`config.mk`:
```
export PLATFORM = sky130hd
export DESIGN_NAME = lpm_seq
export DESIGN_NICKNAME = d
export VERILOG_FILES = /design/src/rtl/lpm_pkg.sv /design/src/rtl/lpm_irq_screen.sv /design/src/rtl/lpm_arm_guard.sv /design/src/rtl/lpm_wake_log.sv /design/src/rtl/lpm_mode_fsm.sv /design/src/rtl/lpm_seq.sv
export SDC_FILE = /design/constraint.sdc
export NUM_CORES = 1
export LEC_CHECK = 0
export BUFFER_PORTS_ARGS = -buffer_cell sky130_fd_sc_hd__buf_2
export CORE_MARGIN = 2
export CORE_UTILIZATION = 40
export DETAILED_ROUTE_END_ITERATION = 12
export HOLD_SLACK_MARGIN = 0.03
export PLACE_DENSITY = 0.79
export SYNTH_ARGS = -nofsm -noshare
export SYNTH_HDL_FRONTEND = slang
export SYNTH_SLANG_ARGS = --single-unit
```
`constraint.sdc`:
```
create_clock -name clk -period 3.2 [get_ports clk]
set_input_delay 0.64 -clock clk [delete_from_list [all_inputs] [get_ports clk]]
set_output_delay 0.64 -clock clk [all_outputs]
set_load 0.01 [all_outputs]
```
`src/rtl/lpm_pkg.sv`:
```
// Shared types for the low-power mode sequencer.
// Assumes: mode codes are visible to software and must stay fixed.
package lpm_pkg;
    typedef enum logic [1:0] {
        MODE_RUN   = 2'd0,
        MODE_IDLE  = 2'd1,
        MODE_SLEEP = 2'd2,
        MODE_DEEP  = 2'd3
    } pmode_e;

    localparam int WSRC_N   = 5;
    localparam int WB_POR   = 0;
    localparam int WB_MCLR  = 1;
    localparam int WB_RTC   = 2;
    localparam int WB_INT0  = 3;
    localparam int WB_DSWDT = 4;
endpackage

```
`src/rtl/lpm_irq_screen.sv`:
```
// Interrupt screen: reports whether any pending line is also enabled.
// Assumes: pend and enable are level signals synchronous to clk.
module lpm_irq_screen #(
    parameter int N_IRQ = 8
) (
    input  logic [N_IRQ-1:0] pend_i,
    input  logic [N_IRQ-1:0] en_i,
    output logic             hit_o
);
    logic [N_IRQ-1:0] hit_vec;

    // qualify each line by its own enable
    for (genvar g = 0; g < N_IRQ; g++) begin : g_line
        assign hit_vec[g] = pend_i[g] & en_i[g];
    end

    // any qualified line wakes the core
    assign hit_o = |hit_vec;
endmodule

```
`src/rtl/lpm_arm_guard.sv`:
```
// Deep-sleep arm guard: holds the arm bit for a one-cycle window and
// counts cycles since the release bit was cleared.
// Assumes: stay_deep_i means the next mode is deep sleep.
module lpm_arm_guard #(
    parameter int GAP_CYC = 3
) (
    input  logic clk,
    input  logic rst_n,
    input  logic arm_set_i,
    input  logic rel_clr_i,
    input  logic mclr_i,
    input  logic run_i,
    input  logic cmd_i,
    input  logic stay_deep_i,
    input  logic deep_exit_i,
    output logic arm_o,
    output logic arm_load_o,
    output logic gap_ok_o
);
    localparam int GW = $clog2(GAP_CYC + 1);
    localparam logic [GW-1:0] GAP_MAX = GW'(GAP_CYC);

    logic          arm_q;
    logic [GW-1:0] gap_q;

    // accepted software arm: only in Run and not during a command
    assign arm_load_o = arm_set_i && run_i && !cmd_i && !mclr_i;

    // arm bit: set by software, kept through deep sleep, otherwise one cycle
    always_ff @(posedge clk) begin
        if (!rst_n)                  arm_q <= 1'b0;
        else if (mclr_i || deep_exit_i) arm_q <= 1'b0;
        else if (arm_load_o)         arm_q <= 1'b1;
        else if (stay_deep_i)        arm_q <= arm_q;
        else                         arm_q <= 1'b0;
    end

    // saturating count of cycles since the release clear
    always_ff @(posedge clk) begin
        if (!rst_n)                gap_q <= GAP_MAX;
        else if (rel_clr_i)        gap_q <= '0;
        else if (gap_q != GAP_MAX) gap_q <= gap_q + 1'b1;
    end

    assign arm_o    = arm_q;
    assign gap_ok_o = (gap_q == GAP_MAX);
endmodule

```
`src/rtl/lpm_wake_log.sv`:
```
// Wake-cause log: sticky bits for each deep-sleep wake source.
// Assumes: power-on is signalled by the block reset itself.
module lpm_wake_log
    import lpm_pkg::*;
(
    input  logic              clk,
    input  logic              rst_n,
    input  logic              clear_i,
    input  logic              capture_i,
    input  logic [WSRC_N-1:0] src_i,
    output logic [WSRC_N-1:0] cause_o
);
    localparam logic [WSRC_N-1:0] POR_ONLY = WSRC_N'(1) << WB_POR;

    logic [WSRC_N-1:0] cause_q;

    // power-on marks its bit, arming wipes, deep sleep accumulates
    always_ff @(posedge clk) begin
        if (!rst_n)         cause_q <= POR_ONLY;
        else if (clear_i)   cause_q <= '0;
        else if (capture_i) cause_q <= cause_q | src_i;
    end

    assign cause_o = cause_q;
endmodule

```
`src/rtl/lpm_mode_fsm.sv`:
```
// Mode state machine: Run, Idle, Sleep and Deep with their exits, plus
// the registered entry and resume pulses.
// Assumes: arm and gap qualification come from the arm guard.
module lpm_mode_fsm
    import lpm_pkg::*;
(
    input  logic   clk,
    input  logic   rst_n,
    input  logic   pwrsav_i,
    input  logic   pwrsav_op_i,
    input  logic   arm_i,
    input  logic   gap_ok_i,
    input  logic   mclr_i,
    input  logic   wdt_to_i,
    input  logic   irq_hit_i,
    input  logic   ds_wake_i,
    output pmode_e mode_q_o,
    output pmode_e mode_d_o,
    output logic   wdt_clr_o,
    output logic   resume_o,
    output logic   resume_isr_o
);
    pmode_e mode_q, mode_d;
    logic   wdt_clr_q, resume_q, resume_isr_q;
    logic   light_wake;

    assign light_wake = mclr_i || wdt_to_i || irq_hit_i;

    // next-mode decision
    always_comb begin
        mode_d = mode_q;
        unique case (mode_q)
            MODE_RUN: begin
                if (pwrsav_i && !mclr_i) begin
                    if (pwrsav_op_i)   mode_d = MODE_IDLE;
                    else if (!arm_i)   mode_d = MODE_SLEEP;
                    else if (gap_ok_i) mode_d = MODE_DEEP;
                end
            end
            MODE_IDLE, MODE_SLEEP: begin
                if (light_wake) mode_d = MODE_RUN;
            end
            MODE_DEEP: begin
                if (mclr_i || ds_wake_i) mode_d = MODE_RUN;
            end
        endcase
    end

    // mode register
    always_ff @(posedge clk) begin
        if (!rst_n) mode_q <= MODE_RUN;
        else        mode_q <= mode_d;
    end

    // one-cycle pulses on Idle entry and on resume
    always_ff @(posedge clk) begin
        if (!rst_n) begin
            wdt_clr_q    <= 1'b0;
            resume_q     <= 1'b0;
            resume_isr_q <= 1'b0;
        end else begin
            wdt_clr_q    <= (mode_q == MODE_RUN) && (mode_d == MODE_IDLE);
            resume_q     <= (mode_q != MODE_RUN) && (mode_d == MODE_RUN);
            resume_isr_q <= ((mode_q == MODE_IDLE) || (mode_q == MODE_SLEEP))
                            && irq_hit_i && !mclr_i;
        end
    end

    assign mode_q_o     = mode_q;
    assign mode_d_o     = mode_d;
    assign wdt_clr_o    = wdt_clr_q;
    assign resume_o     = resume_q;
    assign resume_isr_o = resume_isr_q;
endmodule

```
`src/rtl/lpm_seq.sv`:
```
// Low-power mode entry sequencer top: wires the interrupt screen, arm
// guard, wake log and mode machine, and decodes the clock gates.
// Assumes: all inputs are synchronous to clk; rst_n is the power-on reset.
module lpm_seq
    import lpm_pkg::*;
#(
    parameter int N_IRQ   = 8,
    parameter int GAP_CYC = 3
) (
    input  logic             clk,
    input  logic             rst_n,
    input  logic             pwrsav_i,
    input  logic             pwrsav_op_i,
    input  logic             arm_set_i,
    input  logic             rel_clr_i,
    input  logic             mclr_i,
    input  logic             wdt_to_i,
    input  logic [N_IRQ-1:0] irq_pend_i,
    input  logic [N_IRQ-1:0] irq_en_i,
    input  logic             rtc_alarm_i,
    input  logic             ext_int0_i,
    input  logic             dswdt_to_i,
    output logic [1:0]       mode_o,
    output logic             arm_o,
    output logic [4:0]       wake_cause_o,
    output logic             cpu_clk_en_o,
    output logic             sys_clk_en_o,
    output logic             wdt_clr_o,
    output logic             ds_en_o,
    output logic             resume_o,
    output logic             resume_isr_o
);
    pmode_e            mode_q, mode_d;
    logic              irq_hit, arm, arm_load, gap_ok;
    logic              deep_exit, ds_wake;
    logic [WSRC_N-1:0] src_vec;

    // deep-sleep wake sources in cause-bit order
    always_comb begin
        src_vec            = '0;
        src_vec[WB_MCLR]   = mclr_i;
        src_vec[WB_RTC]    = rtc_alarm_i;
        src_vec[WB_INT0]   = ext_int0_i;
        src_vec[WB_DSWDT]  = dswdt_to_i;
    end

    assign ds_wake   = rtc_alarm_i || ext_int0_i || dswdt_to_i;
    assign deep_exit = (mode_q == MODE_DEEP) && (mode_d == MODE_RUN);

    lpm_irq_screen #(.N_IRQ(N_IRQ)) irq_i (
        .pend_i (irq_pend_i),
        .en_i   (irq_en_i),
        .hit_o  (irq_hit)
    );

    lpm_arm_guard #(.GAP_CYC(GAP_CYC)) guard_i (
        .clk         (clk),
        .rst_n       (rst_n),
        .arm_set_i   (arm_set_i),
        .rel_clr_i   (rel_clr_i),
        .mclr_i      (mclr_i),
        .run_i       (mode_q == MODE_RUN),
        .cmd_i       (pwrsav_i),
        .stay_deep_i (mode_d == MODE_DEEP),
        .deep_exit_i (deep_exit),
        .arm_o       (arm),
        .arm_load_o  (arm_load),
        .gap_ok_o    (gap_ok)
    );

    lpm_wake_log wlog_i (
        .clk       (clk),
        .rst_n     (rst_n),
        .clear_i   (arm_load),
        .capture_i (mode_q == MODE_DEEP),
        .src_i     (src_vec),
        .cause_o   (wake_cause_o)
    );

    lpm_mode_fsm fsm_i (
        .clk          (clk),
        .rst_n        (rst_n),
        .pwrsav_i     (pwrsav_i),
        .pwrsav_op_i  (pwrsav_op_i),
        .arm_i        (arm),
        .gap_ok_i     (gap_ok),
        .mclr_i       (mclr_i),
        .wdt_to_i     (wdt_to_i),
        .irq_hit_i    (irq_hit),
        .ds_wake_i    (ds_wake),
        .mode_q_o     (mode_q),
        .mode_d_o     (mode_d),
        .wdt_clr_o    (wdt_clr_o),
        .resume_o     (resume_o),
        .resume_isr_o (resume_isr_o)
    );

    // clock gates and domain enable follow the current mode
    assign mode_o       = mode_q;
    assign arm_o        = arm;
    assign cpu_clk_en_o = (mode_q == MODE_RUN);
    assign sys_clk_en_o = (mode_q == MODE_RUN) || (mode_q == MODE_IDLE);
    assign ds_en_o      = (mode_q == MODE_DEEP);
endmodule

```
==> results of run 1 <==
==> cell families (layout without fill, tap and decap cells) <==
logic type / Yosys count / count (layout)
flip-flops: 13 / 13
AND/OR/NAND/NOR: 32 / 32
multiplexers: 1 / 1
adder cells (fa/ha/maj): 4 / 4
AO/OA/AOI/OAI: 19 / 19
buffers and inverters: 6 / 49
XOR/XNOR: 1 / 1
==> routing by layer <==
layer  vias to the layer above  share of wire  global-route usage
met5                         -              0                   0
met4                         0          0.017             0.08000
met3                         4          0.091             0.03968
met2                        42           0.47              0.2732
met1                       318           0.42              0.1946
li1                        363              -                   -
==> worst reg2reg max path: cells and delay by family, from the launching register on <==
kind	cells	cell delay, ns
simple gates	4	0.67
flops	1	0.45
fa+ha+maj	1	0.31
buf+inv	2	0.24
==> power breakdown <==
part           switching (mW)  leakage [nW]  internal, mW  total (mW)
clock                  0.0537        0.0150        0.0483       0.102
sequential            0.00563         0.106         0.170       0.175
combinational          0.0434         0.329        0.0402      0.0836
==> cell usage after synthesis (2+ instances only) <==
master | count | area share
nor2b_1 | 2 | 0.018
a21oi_1 | 4 | 0.029
nand4_1 | 3 | 0.027
ha_1 | 4 | 0.072
nor2_1 | 6 | 0.032
nand2_1 | 8 | 0.043
o21ai_0 | 3 | 0.022
inv_1 | 4 | 0.022
dfxtp_1 | 13 | 0.37
and4_1 | 2 | 0.025
a31oi_1 | 2 | 0.018
a22oi_1 | 4 | 0.043
nor3_2 | 2 | 0.029
==> flip-flops by register name (all words and copies together), names as in the netlist <==
register / cells
fsm_i.wdt_clr_o: 1
fsm_i.resume_isr_o: 1
wlog_i.cause_o: 5
guard_i.gap_q: 2
fsm_i.resume_o: 1
guard_i.arm_o: 1
fsm_i.mode_q_o: 2
==> path summary, 6_finish.rpt <==
path	slack [ns]	to	start
setup / recovery	0.96	sys_clk_en_o	fsm_i.mode_q_o[0]
hold / removal	0.45	wlog_i.cause_o[0]	wlog_i.cause_o[0]
setup reg to reg	1.42	fsm_i.resume_o	fsm_i.mode_q_o[0]
hold reg to reg	0.45	wlog_i.cause_o[0]	wlog_i.cause_o[0]
==> final cells by class <==
class | instances | area [um2] | share of cell area
Multi-Input combinational cell | 57 | 405.4 | 0.4349
Sequential cell | 13 | 260.3 | 0.2792
Timing Repair Buffer | 40 | 200.2 | 0.2148
Clock buffer | 4 | 26.28 | 0.02819
Tap cell | 17 | 21.27 | 0.02282
Inverter | 5 | 18.77 | 0.02013
==> run summary, run 1 <==
post-synthesis mux area share -> 0.01439
crit start category -> register
clock sink count -> 13
worst hold-check path type -> register to register
cell count along the critical path -> 4
MaxCap Viol Count -> 0
CP max stage cell -> dfxtp_1
min cycle time layout -> 2.240 ns
most common cell after layout, fill and taps aside -> buf_2
maximum number of pins on one net before global-route repair -> 11
max-slew violations -> 0
later-pin clock latency in the skew report -> 0.27 ns
Post-Synth Simple-Gate Area -> 0.2788
Die Width -> 45.71 um
Setup Viol. Count Final -> 0
Hold Crit Depth -> 2
Post-synth ARST share -> 0
Core Region -> 1689 um2
Worst IR Drop VDD -> 0.0002975 V
vias in the first global route -> 604
Slew @ Worst Pin -> 0.2755 ns
placed inst area -> 905.9 um2
CP cell instances -> inv_1 -> ha_1 -> or2_2 -> buf_2
total grt overflow -> 0
Post-DRT Antenna Nets -> 0
Post-CTS Setup Bufs -> 0
Synth Area in Compound Gates -> 0.2050
worst r2r path cells -> 7
RD Place Congestion -> 0.8002
Total Routing Usage GR -> 0.1637
CP delay by family, top -> flip-flops
# IOs -> 41
nets -> 151
antenna cell count -> 0
status -> complete, no violations
Finished Cell Area -> 932.1 um2
sequential-to-total area share from yosys stat -> 0.3741
synthesized instance count -> 76
overall die area -> 2089 um2
standard-cell rows -> 15
XOR/XNOR share of the synthesized area -> 0.01259
RSZ-0062 raised after global routing -> no
post-detail-place hpwl -> 1348 um
non-filler cells, final -> 136
Via density -> 5.346
FF+latch count, synth -> 13
CP Buf/Inv Count -> 2
via count -> 727
WL per Instance -> 12.74 um
drt first pass iters -> 4
dominant synthesized flop cell -> dfxtp_1
Fmax achieved -> 446.4 MHz
Area growth, synth to finish -> 33.99%
worst hold slack -> 0.4506 ns
CP max stage delay -> 0.45 ns
Final period util -> 0.7000
Final Hold Vio Count -> 0
Setup Total Neg Slack -> 0 ns
H-Tree Level Count -> 1
Initial Utilization -> 0.4119
Critical Path AT -> 1.60 ns
Mean Syn Cell Area -> 9.154 um2
fraction of layout instances using a drive strength above 1 -> 0.4454
Crit path required time -> 2.56 ns
crit path kind -> register to output pin
synthesized area -> 695.7 um2
post-cts resize count -> 0
fill count -> 163
Max Buffers Root-to-Sink -> 2
Mapped Nets -> 107
Final WS setup -> 0.9601 ns
total power -> 361.0 uW
Worst Setup End Kind -> output pin
skew final -> 0.002537 ns
placed cells -> 132
CTS Hold Bufs -> 0
Max FO, Critical Path -> 8
first-pass GRT wire length -> 2435 um
initial antenna violation count -> 0
Post-Place Setup Slack -> 1.296 ns
die height -> 45.71 um
Syn. warnings -> 0
Clock transition at path regs -> 0.08 ns
DRC errors left -> 0
CTS tree -> done
slew margin rel. -> 0.8160
Power Density -> 387.2 nW/um2
post-synthesis adder-cell area fraction -> 0.07194
Routed WL -> 1733 um
I/O Buffers -> 40
Leak -> 0.4499 nW
Post-synth EDFFs -> 0
root buf cell -> clkbuf_4
total CTS buffers -> 3
synth unique cells -> 32
DRT iter0 DRCs -> 33
final core occ -> 0.5519
largest family of logic cells by synthesized area -> simple AND/OR/NAND/NOR gates
most frequent cells in the layout -> buf_2 (40), dfxtp_1 (13), nand2_1 (8)
Power figures use the tool's default switching activity.
==> run 2, diff against run 1 <==
--- a/config.mk
+++ b/config.mk
@@ -5,12 +5,13 @@
 export SDC_FILE = /design/constraint.sdc
 export NUM_CORES = 1
 export LEC_CHECK = 0
+export ABC_AREA = 1
 export BUFFER_PORTS_ARGS = -buffer_cell sky130_fd_sc_hd__buf_2
 export CORE_MARGIN = 2
-export CORE_UTILIZATION = 40
+export CORE_UTILIZATION = 37
 export DETAILED_ROUTE_END_ITERATION = 12
 export HOLD_SLACK_MARGIN = 0.03
-export PLACE_DENSITY = 0.79
+export PLACE_DENSITY = 0.78
 export SYNTH_ARGS = -nofsm -noshare
 export SYNTH_HDL_FRONTEND = slang
 export SYNTH_SLANG_ARGS = --single-unit
==> constraint.sdc (replaced) <==
create_clock -name clk -period 2.06 [get_ports clk]
set_input_delay 0.412 -clock clk [delete_from_list [all_inputs] [get_ports clk]]
set_output_delay 0.412 -clock clk [all_outputs]
set_load 0.01 [all_outputs]
==> run 2 against run 1 <==
Against the previous run:
- final cell count rose by 23%
- critical path type unchanged
- register-to-register slack got worse by 0.99 ns
- largest cell class unchanged
- critical path depth did not move
- routed wire length fell by 4.8%
- clock power rose by 49%
- synthesized area fell by 2.2%
- via count rose by 6.3%
==> run summary, run 2 <==
Crit path required time -> 1.65 ns
nets -> 174
MaxCap Viol Count -> 0
initial antenna violation count -> 0
DRT iter0 DRCs -> 6
Synth top cells by count -> nand2_1 (28), dfxtp_1 (13), nor2_1 (12)
Core Region -> 1727 um2
Worst Setup End Kind -> output pin
dominant synthesized flop cell -> dfxtp_1
post-cts resize count -> 0
clock power share -> 0.282
Fmax achieved -> 512.9 MHz
Syn. warnings -> 0
Yosys top cell area share -> 0.3824
GRT busiest layer -> met2
Mean Syn Cell Area -> 6.945 um2
root buf cell -> clkbuf_4
later-pin clock latency in the skew report -> 0.27 ns
drt first pass iters -> 4
Post-synth EDFFs -> 0
post-synth top area cell -> dfxtp_1
Worst IR Drop VDD -> 0.0003827 V
Final Hold Vio Count -> 0
placed cells -> 163
Max FO, Critical Path -> 8
slew margin rel. -> 0.7728
overall die area -> 2199 um2
Area growth, synth to finish -> 37.87%
min cycle time layout -> 1.950 ns
crit start category -> register
FF+latch count, synth -> 13
CTS Hold Bufs -> 0
DRC errors left -> 0
synth unique cells -> 18
CP max stage cell -> dfxtp_1
maximum number of pins on one net before global-route repair -> 9
Post-DRT Antenna Nets -> 0
non-filler cells, final -> 167
most common cell after layout, fill and taps aside -> buf_2
Post-CTS Setup Bufs -> 0
WL per Instance -> 9.874 um
sequential-to-total area share from yosys stat -> 0.3824
vias in the first global route -> 736
internal power -> 389.3 uW
Mapped Nets -> 129
worst hold-check path type -> input port to register
CP max stage delay -> 0.43 ns
Power Density -> 575.7 nW/um2
switching portion of total power -> 0.2793
RSZ-0062 raised after global routing -> no
I/O Buffers -> 40
Final period util -> 0.9465
Setup Viol. Count Final -> 0
Critical Path AT -> 1.54 ns
Clock transition at path regs -> 0.07 ns
fraction of layout instances using a drive strength above 1 -> 0.3873
GR Util met1 -> 0.1827
Total Routing Usage GR -> 0.1675
most frequent cells in the layout -> buf_2 (40), nand2_1 (28), dfxtp_1 (13)
RD Place Congestion -> 0.7585
# IOs -> 41
final core occ -> 0.5435
Post-synth ARST share -> 0
first-pass GRT wire length -> 2635 um
crit path kind -> register to output pin
die height -> 46.89 um
clock sink count -> 13
synthesized instance count -> 98
skew final -> 0.002008 ns
Initial Utilization -> 0.3942
ranking of synthesized cells by area -> dfxtp_1 (38%), nand2_1 (15%), ha_1 (7.4%)
Logic pwr share -> 0.218
total grt overflow -> 0
Psw -> 150.9 uW
standard-cell rows -> 15
total CTS buffers -> 3
via count -> 773
met2 usage -> 0.3041
CTS tree -> done
max reg flops -> 5
post-detail-place hpwl -> 1371 um
Via density -> 4.629
Leak -> 0.5145 nW
Slew @ Worst Pin -> 0.3322 ns
status -> complete, no violations
Max Buffers Root-to-Sink -> 2
antenna cell count -> 0
Setup Total Neg Slack -> 0 ns
sequential share of power -> 0.500
Die Width -> 46.89 um
met3 GRT Util -> 0.01154
fill count -> 184
Routed WL -> 1649 um
max-slew violations -> 0
cell with the most instances after synthesis -> nand2_1
synthesized area -> 680.7 um2
H-Tree Level Count -> 1
CP cell instances -> inv_1 -> ha_1 -> or2_2 -> buf_2
[run 2: changes by cell type after synthesis, moves of 3 or more]
cell | previous run | this run
o21ai_0 | 3 | 0
nand2_1 | 8 | 28
inv_1 | 4 | 9
nand3_1 | 1 | 8
nor2_1 | 6 | 12
nand2_2 | 0 | 4
a22oi_1 | 4 | 0
nor3_1 | 0 | 3
[run 2: worst paths after layout]
check        cells past startpoint              start                 to  slack, ns
min                              2              rst_n  wlog_i.cause_o[0]       0.37
max                              4  fsm_i.mode_q_o[0]       sys_clk_en_o       0.11
max reg2reg                     11  fsm_i.mode_q_o[0]     fsm_i.resume_o       0.43
min reg2reg                      2  wlog_i.cause_o[0]  wlog_i.cause_o[0]       0.45
[run 2: layout make-up]
type,instances,area [um2],area share
repair buffers,40,200.2,0.2133
flip-flops and latches,13,260.3,0.2773
clock buffers,4,26.28,0.02800
multi-input cells,73,375.4,0.4000
well taps,25,31.28,0.03333
inverters,12,45.04,0.04800
[run 2: cells by family (layout without fill, tap and decap cells)]
family,count (synthesis),count (layout),share of synthesized area
adder cells (fa/ha/maj),4,4,0.07353
buffers and inverters,12,56,0.06617
AND/OR/NAND/NOR,61,61,0.4007
AO/OA/AOI/OAI,8,8,0.07721
flip-flops,13,13,0.3824
[run 2: layer usage]
metal	vias to the layer above	part of all wire	wire length (um)
met1	333	0.43	706
met2	31	0.48	785
li1	403	-	-
met5	-	0	0
met3	6	0.056	92
met4	0	0.038	63
[run 2: through the flow]
step                setup WS (ns)  hold slack, ns  area, um2  total power [mW]
global route             0.004051          0.3661      938.4            0.5754
finish                     0.1102          0.3710      938.4            0.5402
floorplan                  0.4838          0.4711      680.7            0.3431
CTS                       0.09809          0.3598      938.4            0.5480
detailed placement         0.4016          0.4347      912.1            0.3939
global placement           0.4692          0.4327      912.1            0.3888
[run 2: power by group through the flow]
| stage | Sequential [mW] | Combinational [mW] | Clock [mW] |
|---|---|---|---|
| 4_1_cts | 0.270 | 0.119 | 0.159 |
| 6_report | 0.270 | 0.118 | 0.152 |
| 5_1_grt | 0.272 | 0.135 | 0.168 |
| 3_5_place_dp | 0.276 | 0.118 | 0 |
| 2_1_floorplan | 0.278 | 0.0647 | 0 |
| 3_3_place_gp | 0.275 | 0.114 | 0 |
[run 2: worst max-delay path, delay by kind of cell (launching register included)]
kind	cells	cell delay, ns
and+or+nand+nor	1	0.32
buffers and inverters	2	0.23
DFF	1	0.43
adders and majority gates	1	0.30
